`src/rtl/uart_brk_pkg.sv`:
```
package uart_brk_pkg;

    typedef enum logic [2:0] {
        RX_IDLE,
        RX_START,
        RX_DATA,
        RX_PAR,
        RX_STOP,
        RX_BRK
    } rx_state_e;

    typedef struct packed {
        logic brk_set;
        logic ferr_set;
    } rx_event_t;

    // A low stop bit after all-zero data and a low (or absent) parity bit.
    function automatic logic frame_is_break(input logic data_zero,
                                            input logic par_en,
                                            input logic par_bit);
        return data_zero && !(par_en && par_bit);
    endfunction

endpackage

```
`src/rtl/ubrk_bit_timer.sv`:
```
module ubrk_bit_timer #(
    parameter int OSR = 16
) (
    input  logic clk,
    input  logic rst,
    input  logic tick_i,
    input  logic sync_i,
    input  logic restart_i,
    output logic samp_o
);
    localparam int CNT_W = (OSR > 1) ? $clog2(OSR) : 1;
    localparam logic [CNT_W-1:0] MID  = CNT_W'(OSR / 2 - 1);
    localparam logic [CNT_W-1:0] LAST = CNT_W'(OSR - 1);

    logic [CNT_W-1:0] phase_q;

    always_ff @(posedge clk) begin
        if (rst) begin
            phase_q <= '0;
        end else if (restart_i) begin
            phase_q <= '0;
        end else if (tick_i) begin
            phase_q <= (phase_q == LAST) ? '0 : phase_q + 1'b1;
        end
    end

    assign samp_o = tick_i && (sync_i || phase_q == MID);

endmodule

```
`src/rtl/ubrk_frame_fsm.sv`:
```
module ubrk_frame_fsm
    import uart_brk_pkg::*;
#(
    parameter int DATA_BITS      = 8,
    parameter int END_HIGH_TICKS = 2
) (
    input  logic                 clk,
    input  logic                 rst,
    input  logic                 rxd_i,
    input  logic                 tick_i,
    input  logic                 samp_i,
    input  logic                 sync_i,
    input  logic                 par_en_i,
    output logic                 restart_o,
    output rx_event_t            event_o,
    output logic                 valid_o,
    output logic [DATA_BITS-1:0] data_o
);
    localparam int IDX_W = (DATA_BITS > 1) ? $clog2(DATA_BITS) : 1;
    localparam int HI_W  = $clog2(END_HIGH_TICKS + 1);
    localparam logic [IDX_W-1:0] LAST_IDX  = IDX_W'(DATA_BITS - 1);
    localparam logic [HI_W:0]    THR_ASYNC = (HI_W + 1)'(END_HIGH_TICKS);
    localparam logic [HI_W:0]    THR_SYNC  = (HI_W + 1)'(1);

    rx_state_e             state_q;
    logic [IDX_W-1:0]      idx_q;
    logic [DATA_BITS-1:0]  shreg_q;
    logic                  par_q;
    logic [HI_W-1:0]       hi_q;
    logic                  valid_q;
    logic [DATA_BITS-1:0]  data_q;

    logic                  stop_low;
    logic                  is_brk;
    logic [HI_W:0]         hi_next;
    logic                  end_hit;

    always_comb begin
        stop_low = (state_q == RX_STOP) && samp_i && !rxd_i;
        is_brk   = frame_is_break(shreg_q == '0, par_en_i, par_q);
        hi_next  = {1'b0, hi_q} + 1'b1;
        end_hit  = (state_q == RX_BRK) && tick_i && rxd_i &&
                   (hi_next >= (sync_i ? THR_SYNC : THR_ASYNC));
        event_o.brk_set  = (stop_low && is_brk) || end_hit;
        event_o.ferr_set = stop_low && !is_brk;
        restart_o        = (state_q == RX_IDLE) && tick_i && !rxd_i;
    end

    always_ff @(posedge clk) begin
        if (rst) begin
            state_q <= RX_IDLE;
            idx_q   <= '0;
            shreg_q <= '0;
            par_q   <= 1'b0;
            hi_q    <= '0;
            valid_q <= 1'b0;
            data_q  <= '0;
        end else begin
            valid_q <= 1'b0;
            case (state_q)
                RX_IDLE: begin
                    if (tick_i && !rxd_i) begin
                        idx_q   <= '0;
                        par_q   <= 1'b0;
                        state_q <= sync_i ? RX_DATA : RX_START;
                    end
                end
                RX_START: begin
                    if (samp_i) begin
                        state_q <= rxd_i ? RX_IDLE : RX_DATA;
                    end
                end
                RX_DATA: begin
                    if (samp_i) begin
                        shreg_q <= {rxd_i, shreg_q[DATA_BITS-1:1]};
                        if (idx_q == LAST_IDX) begin
                            state_q <= par_en_i ? RX_PAR : RX_STOP;
                        end else begin
                            idx_q <= idx_q + 1'b1;
                        end
                    end
                end
                RX_PAR: begin
                    if (samp_i) begin
                        par_q   <= rxd_i;
                        state_q <= RX_STOP;
                    end
                end
                RX_STOP: begin
                    if (samp_i) begin
                        if (rxd_i) begin
                            valid_q <= 1'b1;
                            data_q  <= shreg_q;
                            state_q <= RX_IDLE;
                        end else if (is_brk) begin
                            hi_q    <= '0;
                            state_q <= RX_BRK;
                        end else begin
                            state_q <= RX_IDLE;
                        end
                    end
                end
                RX_BRK: begin
                    if (tick_i) begin
                        if (!rxd_i) begin
                            hi_q <= '0;
                        end else if (end_hit) begin
                            state_q <= RX_IDLE;
                        end else begin
                            hi_q <= hi_next[HI_W-1:0];
                        end
                    end
                end
                default: state_q <= RX_IDLE;
            endcase
        end
    end

    assign valid_o = valid_q;
    assign data_o  = data_q;

    // While in break, no character is delivered.
    assert_no_char_in_brk_R7: assert property (@(posedge clk) disable iff (rst)
        (state_q == RX_BRK) |-> !valid_q);

    // Without a high tick the break state is kept.
    assert_brk_held_R7: assert property (@(posedge clk) disable iff (rst)
        (state_q == RX_BRK && !(tick_i && rxd_i)) |=> (state_q == RX_BRK));

    // Synchronous mode: one high sample ends the break.
    assert_sync_end_R6: assert property (@(posedge clk) disable iff (rst)
        (state_q == RX_BRK && sync_i && tick_i && rxd_i) |=> (state_q == RX_IDLE));

    // Asynchronous mode: the first high tick alone does not end the break.
    assert_async_one_high_R5: assert property (@(posedge clk) disable iff (rst)
        (END_HIGH_TICKS > 1 && state_q == RX_BRK && !sync_i && hi_q == '0 &&
         tick_i && rxd_i) |=> (state_q == RX_BRK));

    // Character strobe lasts one cycle.
    assert_valid_pulse_R8: assert property (@(posedge clk) disable iff (rst)
        valid_q |=> !valid_q);

endmodule

```
`src/rtl/ubrk_status.sv`:
```
module ubrk_status
    import uart_brk_pkg::*;
(
    input  logic      clk,
    input  logic      rst,
    input  rx_event_t event_i,
    input  logic      clr_i,
    output logic      brk_o,
    output logic      ferr_o
);
    always_ff @(posedge clk) begin
        if (rst) begin
            brk_o  <= 1'b0;
            ferr_o <= 1'b0;
        end else begin
            if (event_i.brk_set)       brk_o  <= 1'b1;
            else if (clr_i)            brk_o  <= 1'b0;
            if (event_i.ferr_set)      ferr_o <= 1'b1;
            else if (clr_i)            ferr_o <= 1'b0;
        end
    end

    // A break and a framing error are never reported by one frame.
    assert_brk_not_ferr_R2: assert property (@(posedge clk) disable iff (rst)
        !(event_i.brk_set && event_i.ferr_set));

    // Flags are sticky without a clear.
    assert_brk_sticky_R4: assert property (@(posedge clk) disable iff (rst)
        (brk_o && !clr_i) |=> brk_o);

    assert_ferr_sticky_R4: assert property (@(posedge clk) disable iff (rst)
        (ferr_o && !clr_i) |=> ferr_o);

    // A clear with no new event empties both flags.
    assert_clear_R4: assert property (@(posedge clk) disable iff (rst)
        (clr_i && !event_i.brk_set && !event_i.ferr_set) |=> (!brk_o && !ferr_o));

endmodule

```
`src/rtl/uart_brk_rx.sv`:
```
module uart_brk_rx
    import uart_brk_pkg::*;
#(
    parameter int DATA_BITS      = 8,
    parameter int OSR            = 16,
    parameter int END_HIGH_TICKS = 2
) (
    input  logic                 clk,
    input  logic                 rst,
    input  logic                 rxd_i,
    input  logic                 tick_i,
    input  logic                 sync_mode_i,
    input  logic                 parity_en_i,
    input  logic                 clr_status_i,
    output logic                 brk_flag_o,
    output logic                 frame_err_o,
    output logic                 rx_valid_o,
    output logic [DATA_BITS-1:0] rx_data_o
);
    logic      samp;
    logic      restart;
    rx_event_t evt;

    ubrk_bit_timer #(.OSR(OSR)) u_timer (
        .clk       (clk),
        .rst       (rst),
        .tick_i    (tick_i),
        .sync_i    (sync_mode_i),
        .restart_i (restart),
        .samp_o    (samp)
    );

    ubrk_frame_fsm #(
        .DATA_BITS      (DATA_BITS),
        .END_HIGH_TICKS (END_HIGH_TICKS)
    ) u_fsm (
        .clk       (clk),
        .rst       (rst),
        .rxd_i     (rxd_i),
        .tick_i    (tick_i),
        .samp_i    (samp),
        .sync_i    (sync_mode_i),
        .par_en_i  (parity_en_i),
        .restart_o (restart),
        .event_o   (evt),
        .valid_o   (rx_valid_o),
        .data_o    (rx_data_o)
    );

    ubrk_status u_status (
        .clk     (clk),
        .rst     (rst),
        .event_i (evt),
        .clr_i   (clr_status_i),
        .brk_o   (brk_flag_o),
        .ferr_o  (frame_err_o)
    );

endmodule

```
`config.mk`:
```
export PLATFORM = sky130hd
export DESIGN_NAME = uart_brk_rx
export DESIGN_NICKNAME = d
export VERILOG_FILES = /design/src/rtl/uart_brk_pkg.sv /design/src/rtl/ubrk_bit_timer.sv /design/src/rtl/ubrk_frame_fsm.sv /design/src/rtl/ubrk_status.sv /design/src/rtl/uart_brk_rx.sv
export SDC_FILE = /design/constraint.sdc
export NUM_CORES = 1
export LEC_CHECK = 0
export ABC_AREA = 1
export BUFFER_PORTS_ARGS = -buffer_cell sky130_fd_sc_hd__buf_2
export CORE_ASPECT_RATIO = 0.75
export CORE_UTILIZATION = 50
export DETAILED_ROUTE_END_ITERATION = 10
export PLACE_DENSITY = 0.7
export SETUP_SLACK_MARGIN = 0.3
export SYNTH_ARGS = -nofsm -noshare
export SYNTH_HDL_FRONTEND = slang
export SYNTH_SLANG_ARGS = --single-unit
```
`constraint.sdc`:
```
create_clock -name clk -period 2.52 [get_ports clk]
set_input_delay 0.504 -clock clk [delete_from_list [all_inputs] [get_ports clk]]
set_output_delay 0.504 -clock clk [all_outputs]
set_load 0.02 [all_outputs]
```
======== Word-level counts from Yosys, hierarchy flattened ========
Index checks and enable logic that the tools add are counted.
word-level totals
  flip-flop bits (word level) ............. 32
  input port bits ......................... 7
  output and inout bits ................... 11
  word-level logic and storage cells ...... 105
operators by class
  add/sub/neg operators ................... 3
  magnitude comparators ................... 1
  equal/unequal tests ..................... 21
  mux-type cells .......................... 35
  bitwise logic cells ..................... 2
  reductions and logical operators ........ 33
operator list
  operator                                                               count
  3-bit two-way mux                                                      15
  2-bit two-way mux                                                      9
  3-bit case mux with 6 select lines                                     1
  2-bit by 1-bit != test with 1-bit output, second input constant        7
  1-bit logical AND                                                      13
  2-bit != test, second input constant                                   5
  2-bit nonzero test                                                     5
  3-bit equality test, second input constant                             3
  9-bit AND reduction                                                    1
  8-bit logical NOT                                                      1
  3-bit by 2-bit equality test with 1-bit output, second input constant  2
  1-bit two-way mux                                                      6
  3-bit case mux with 2 select lines                                     1
  3-bit AND reduction                                                    2
  6-bit AND reduction                                                    1
  4-bit by 1-bit adder with 4-bit output, second input constant          1
  4-bit by 3-bit equality test with 1-bit output, second input constant  1
  4-bit equality test, second input constant                             1
  4-bit two-way mux                                                      1
  2-bit case mux with 2 select lines                                     1
  4-bit AND reduction                                                    1
  2-bit by 1-bit adder with 3-bit output, second input constant          1
  3-bit by 1-bit adder with 3-bit output, second input constant          1
  3-bit by 1-bit equality test with 1-bit output, second input constant  1
  10 further kinds                                                       14

======== Longest topological paths before layout ========
Gate-level depths: netlist (run 1).
  word-level depth ........................ 8
  depth in mapped cells ................... 11
  gate-level depth less buffers ........... 11

======== By module ========
From an unflattened synthesis (run 1), not the netlist that was laid out.
second synthesis, totals
  cell total of the unflattened synthesis .. 234
  area, all modules ....................... 1,637.8 sq um
by module, submodules not included
  module          times used  cells each  area each (sq um)  sequential area each (sq um)
  ubrk_frame_fsm  1           197         1,347.5            520.5
  ubrk_bit_timer  1           28          221.5              80.1
  ubrk_status     1           9           68.8               40.0

======== Least setup slack after synthesis (run 1) ========
No wires, ideal clock.
  path type ............................... input -> register
  from .................................... input port sync_mode_i
  to ...................................... register u_fsm.state_q[0]
  arrival ................................. 1.662 ns
  required time ........................... 2.407 ns
  path slack .............................. 0.744 ns
  stages on the path ...................... 10
  cells stage by stage .................... inv_1 -> fa_1 -> nor2_1 -> nand2_1 -> nand2_1 -> nand3_1 -> nand2_1 -> nand3_2 -> nor2_1 -> nor2_1
on the way
  word-level cells in the longest chain between the ends .. 5
ends and longest elaborated chain
  item                                                line                  RTL
  start: declaration                                  uart_brk_rx.sv:12     input logic sync_mode_i,
  2-bit two-way mux                                   ubrk_frame_fsm.sv:43  (hi_next >= (sync_i ? THR_SYNC : THR_ASYNC));
  3-bit >= comparator                                 ubrk_frame_fsm.sv:43
  1-bit logical AND                                   ubrk_frame_fsm.sv:42  end_hit = (state_q == RX_BRK) && tick_i && rxd_i &&
  2-bit by 1-bit != test with 1-bit output (no line)  n/a
  9-bit AND reduction (no line)                       n/a
  end signal: assignment                              ubrk_frame_fsm.sv:65  state_q <= sync_i ? RX_DATA : RX_START;
  end signal: assignment                              ubrk_frame_fsm.sv:70  state_q <= rxd_i ? RX_IDLE : RX_DATA;
  end signal: assignment                              ubrk_frame_fsm.sv:77  state_q <= par_en_i ? RX_PAR : RX_STOP;
  end: declaration                                    ubrk_frame_fsm.sv:25  rx_state_e state_q;
Several ways; a longest one is shown, not always the timed one. The select of a mux whose other input is x is not followed.
A chain may end at the register's enable or synchronous reset.

======== Worst setup path in the final report (run 1) ========
  from .................................... register u_fsm.hi_q[0]
  to ...................................... register u_fsm.state_q[0]
on the way
  word-level cells in the longest chain between the ends .. 5
ends and longest elaborated chain
  item                                                line                   RTL
  start: declaration                                  ubrk_frame_fsm.sv:29   logic [HI_W-1:0] hi_q;
  start signal: assignment                            ubrk_frame_fsm.sv:110  hi_q <= hi_next[HI_W-1:0];
  2-bit by 1-bit adder with 3-bit output              ubrk_frame_fsm.sv:41   hi_next = {1'b0, hi_q} + 1'b1;
  3-bit >= comparator                                 ubrk_frame_fsm.sv:43
  1-bit logical AND                                   ubrk_frame_fsm.sv:42
  2-bit by 1-bit != test with 1-bit output (no line)  n/a
  9-bit AND reduction (no line)                       n/a
No other way between the ends.

==> run metrics, run 1 <==
Post-Layout Cell Count 288; fill count 294; Worst Path Arrival 2.02 ns; Combinational Power Share 0.285; DR iter-0 viols 79; static leakage 0.881 nW; largest area contributor in the netlist dfxtp_1; FFs w/ async S/R, synth 0; Worst Tran Pin Value 0.537 ns; r2r endpoint u_fsm.state_q[0]$_SDFFE_PP0P_; setup ws final approximately 0.71 ns; # IOs 18; clock group share of total power 0.310; CTS Buffer Depth 2; Hold Path Cell Cnt 2; top-count cell post-synth nand2_1; sw power 0.000525 W; DR vias/cell 4.98; largest net degree at the start of global routing 23; syn nets 242; Synth top area share 0.408; Slew Viols, Final 0; final worst-path cycle share 0.717; routed len/inst around 11 um; Post-synth top cells nand2_1, nor2_1, dfxtp_1, inv_1, a21oi_1; flops & latches, synth 32; hold path startpoint u_fsm.par_q$_SDFFE_PP0P_; initial antenna violation count 0; Syn-to-layout area delta 14.4%; DR pass1 iterations 4; Reg power frac 0.406; Rel. slew slack 0.642; Critical Path Source Type flip-flop; max-cap violation count 0; Reg2Reg Launch Point u_fsm.hi_q[0]$_SDFFE_PP0P_; Max Fanout on Critical Path 6; CTS hold repair buffers 0; fin crit period 1.81 ns; top_reg_cell synth dfxtp_1; RSZ-0062 raised after global routing false; gpl congestion 0.843; post_cts resized 0; status completed; FMAX ~550 MHz; total negative slack 0 ns; placed wire-length estimate 2310 um; Worst-path clk slew approximately 0.070 ns; yosys warns 0; Die X 66.7 um; Clk Latency, worst-skew pair approximately 0.27 ns; reg2reg path depth 11; CP required about 2.7 ns; Diodes inserted 0; H-Tree Depth 2; die area 3370 um2; vias in the first global route 1218; CTS tree yes; Cell variety after synth 22; GRT overflow 0; Pint 0.00101 W; Initial Utilization 0.532; first-pass GRT wire length 5390 um; WL final 3160 um; I/O Buffers 17; CTS Sinks 32; top cells by area, synth dfxtp_1, nand2_1, nor2_1, a21oi_1, inv_1; pre-CTS setup slack 0.479 ns; share of cells above drive strength 1 0.132; worst setup path class reg -> reg; Setup Skew ~0.0058 ns; die span in y a little over 50 um; PwrDens 854 nW/um2; Placed Cells 280; setup violators final 0; Fin Hold WS ~0.46 ns; crit path capture type flip-flop; Hold Path End u_fsm.par_q$_SDFFE_PP0P_; internal reg-to-reg setup slack a little over 0.7 ns; Min-Delay Path Class reg -> reg; Sw Ratio 0.342; NumNets Final 262; worst vdd ir 0.538 mV; remaining antenna violation count 0; synthesized area approximately 1600 um2; Seq/Total Area, Yosys 0.408; Core Area 2960 um2; synthesized area per cell roughly 6.9 um2; row cnt 17; TritonCTS buffer count 5; Root Buffer Master clkbuf_8; Post-synth EDFFs 0; overall routing resource usage 0.217; DRC errors left 0; Fin. Hold Viols 0; vias around 1400; Synth Instances 229; post-CTS setup repair buffer count 0
==> registers in the layout, indices dropped and copies added (netlist names) <==
| name | count |
|---|---|
| u_fsm.data_o | 8 |
| u_fsm.state_q | 3 |
| u_status.ferr_o | 1 |
| u_timer.phase_q | 4 |
| u_fsm.hi_q | 2 |
| u_fsm.par_q | 1 |
| u_fsm.valid_o | 1 |
| u_fsm.shreg_q | 8 |
| u_fsm.idx_q | 3 |
| u_status.brk_o | 1 |
==> how the worst max path moves through the flow <==
stage / depth (start not counted) / start / slack [ns] / to
after global placement: 12 / sync_mode_i / 0.55 / u_fsm.state_q[2]$_SDFFE_PP0P_
after detailed placement: 12 / sync_mode_i / 0.48 / u_fsm.state_q[2]$_SDFFE_PP0P_
after floorplan: 10 / sync_mode_i / 0.74 / u_fsm.state_q[0]$_SDFFE_PP0P_
after CTS: 11 / u_fsm.hi_q[0]$_SDFFE_PP0P_ / 0.72 / u_fsm.state_q[0]$_SDFFE_PP0P_
final: 11 / u_fsm.hi_q[0]$_SDFFE_PP0P_ / 0.71 / u_fsm.state_q[0]$_SDFFE_PP0P_
after global routing: 11 / u_fsm.hi_q[0]$_SDFFE_PP0P_ / 0.53 / u_fsm.state_q[0]$_SDFFE_PP0P_
==> worst max-delay path, stage by stage, from the launching register on <==
cell and delay [ns]:
dfxtp_1 0.38, inv_1 0.09, fa_1 0.45, nor2_1 0.11, nand2_1 0.06, nand2_1 0.05, nand3_1 0.14, nand2_1 0.11
nand3_2 0.13, nand2_1 0.09, nand2_1 0.05, nor2_1 0.10
==> cell type report <==
class,count,area (um2),share of cell area
clock inverters,2,35.0,0.0195
well taps,38,47.5,0.0264
inverters,31,116,0.0647
flip-flops and latches,32,641,0.356
repair buffers,19,100,0.0557
multi-input cells,160,786,0.437
clock buffers,6,72.6,0.0404
==> power by group through the flow <==
stage	registers, W	logic [W]	clock network (W)
after floorplan	0.000629	0.000341	0
after CTS	0.000620	0.000438	0.000489
after global routing	0.000628	0.000510	0.000512
after detailed placement	0.000630	0.000435	0
final	0.000623	0.000437	0.000476
after global placement	0.000630	0.000432	0
==> metal layers <==
metal  up-vias  wire [um]  part of all wire  global-route usage
met5         -          0                 0                   0
met2        33       1210              0.38               0.290
met1       618       1760              0.55               0.328
met3         2        177             0.056              0.0750
li1        781          -                 -                   -
met4         0         17            0.0054              0.0532
==> placed cells by master (no fill, tap or decap), types with 3 or more instances in the layout <==
| cell | instances |
|---|---|
| nor2_1 | 37 |
| nand3_1 | 17 |
| a21oi_1 | 23 |
| clkbuf_8 | 5 |
| ha_1 | 5 |
| nand2_1 | 41 |
| o21ai_0 | 21 |
| inv_1 | 29 |
| o21ai_1 | 3 |
| dfxtp_1 | 32 |
| buf_2 | 17 |
==> stage by stage <==
stage	power [W]	utilization	instance area (um2)
floorplan	0.000970	-	1570
global placement	0.00106	0.572	1690
detailed placement	0.00107	0.572	1690
CTS	0.00155	0.608	1800
global route	0.00165	0.608	1800
finish	0.00154	0.608	1800
==> kinds of logic (layout without fill, tap and decap cells) <==
logic type,after synthesis,count (layout),share of synthesized area
AO/OA/AOI/OAI,50,50,0.163
AND/OR/NAND/NOR,104,104,0.284
adder cells (fa/ha/maj),6,6,0.0525
flip-flops,32,32,0.408
buffers and inverters,37,58,0.0924
Note: power is estimated with default switching activity, not from simulation.
==> inputs of run 2 (changes only) <==
PLACE_DENSITY = 0.73   (was 0.7)
clock period = 1.6 ns   (was 2.52 ns; I/O delays follow)
==> run 2 against run 1 <==
  * The run now ends with negative setup slack left
  * Sequential cell count unchanged
  * Worst hold slack worse by 0.093 ns
  * Die area unchanged
  * Core utilization up 8.9 points
  * Critical path depth down 1
  * Routed wire length up 21%
  * Count of clock-buffer cells in the layout up 2
  * Via count up 9.8%
  * Sequential power up 61%
  * Largest cell class unchanged
  * Final cell count up 5.9%
==> run metrics, run 2 (synthesis results as in run 1) <==
die span in y 50.6 um; Root Buffer Master clkbuf_8; Min-Delay Path Class in -> reg; Die X about 67 um; CP required 1.77 ns; Clk Latency, worst-skew pair around 0.28 ns; hold path startpoint clr_status_i; CP max-delay cell fa_1; Slew Viols, Final 0; Crit path largest cell delay 0.44 ns; FMAX 621 MHz; DRC errors left 0; vias in the first global route 1449; I/O Buffers 17; largest net degree at the start of global routing 17; PwrDens between 1000 and 1500 nW/um2; crit path launch u_fsm.hi_q[0]$_SDFFE_PP0P_; share of cells above drive strength 1 0.303; gpl congestion 0.890; DR iter-0 viols 86; Post-Layout Cell Count 305; vias 1575; Core Area 2960 um2; first-pass GRT wire length 6250 um; Worst Path Arrival around 1.8 ns; initial antenna violation count 0; crit path capture type flip-flop; WL final 3820 um; Placed Cells 288; placed wire-length estimate ~2500 um; static leakage 0.999 nW; Fin. Hold Viols 0; fin crit period 1.61 ns; Rel. slew slack 0.792; CTS Sinks 32; GRT overflow 0; RSZ-0062 raised after global routing true; DR pass1 iterations 4; total negative slack -0.0230 ns; NumNets Final around 280; Max Fanout on Critical Path 6; commonest non-fill, non-tap cell in the layout nand2_1; die area 3370 um2; failing checks negative setup slack; remaining antenna violation count 0; H-Tree Depth 2; most frequent cells in the layout nand2_1, nor2_1, dfxtp_1; status complete, but fails checks; CTS tree yes; routed len/inst 12.5 um; Worst Tran Pin Value 0.312 ns; Reg2Reg Launch Point u_fsm.hi_q[0]$_SDFFE_PP0P_; Worst-path clk slew around 0.06 ns; # IOs 18; Setup Skew between 0.006 and 0.007 ns; DR vias/cell approximately 5.2; worst setup path class reg -> reg; Critical Path Source Type flip-flop; Syn-to-layout area delta 31.1%; final worst-path cycle share 1.01; crit-path most repeated cell nor2_1; Diodes inserted 0; TritonCTS buffer count 5; worst vdd ir about 0.71 mV; CP cell instances inv_2 -> fa_1 -> nor2_1 -> nand2_1 -> nand2_1 -> nand3_2 -> nand2_2 -> nand3_4 -> nor2_1 -> nor2_1; crit-path leading delay family simple AND/OR/NAND/NOR gates; Initial Utilization 0.532; max-cap violation count 0; setup violators final 3; Buf/Inv on CP 1; row cnt 17; overall routing resource usage 0.250; CTS Buffer Depth 2; setup ws final -0.0100 ns; fin util 0.697
[run 2: cell type report]
type | count | area (um2)
multi-input combinational | 160 | 911
fill | 249 | 896
sequential | 32 | 648
timing repair buffer | 36 | 245
inverter | 31 | 119
clock buffer | 8 | 90.1
tap | 38 | 47.5
[run 2: worst paths after layout]
kind	to	cells past startpoint	slack (ns)
worst max register to register	u_fsm.state_q[1]$_SDFFE_PP0P_	10	-0.01
worst min register to register	u_fsm.par_q$_SDFFE_PP0P_	2	0.46
worst min-delay path	u_status.ferr_o$_SDFFE_PP0P_	4	0.37
worst max-delay path	u_fsm.state_q[1]$_SDFFE_PP0P_	10	-0.01
[run 2: stage by stage]
stage	area [um2]	worst slack [ns]	total power [W]	hold WS (ns)
global route	2060	-0.120	0.00276	0.392
global placement	1800	-0.0783	0.00175	0.455
floorplan	1620	0.0580	0.00156	0.440
detailed placement	1800	-0.136	0.00176	0.459
CTS	1990	-0.0219	0.00248	0.361
finish	2060	-0.0100	0.00258	0.371
[run 2: worst min-delay path: stages]
cell and delay, ns:
buf_2 0.09, inv_1 0.06, a21oi_1 0.06, nor2_1 0.07
[run 2: repair_timing]
| item | 4_1_cts | 5_1_grt |
|---|---|---|
| buffers inserted | 3 | 5 |
| pin swaps | 9 | 3 |
| endpoints found under the setup margin | 27 | 29 |
| gates resized for setup | 19 | 12 |
| endpoints found under the hold margin | 0 | 0 |
| hold buffers | 0 | 0 |
| gates cloned | 1 | 0 |
[run 2: layer usage]
metal,share of wire,up-vias,track usage
li1,-,822,-
met1,0.48,683,0.346
met2,0.42,62,0.370
met3,0.081,8,0.0705
met4,0.015,0,0.0816
met5,0,-,0
[run 2: power breakdown]
group | total (W) | switching, W | internal (W)
registers | 0.00100 | 0.000104 | 0.000896
logic | 0.000960 | 0.000581 | 0.000379
clock network | 0.000622 | 0.000272 | 0.000350
total | 0.00258 | 0.000958 | 0.00163
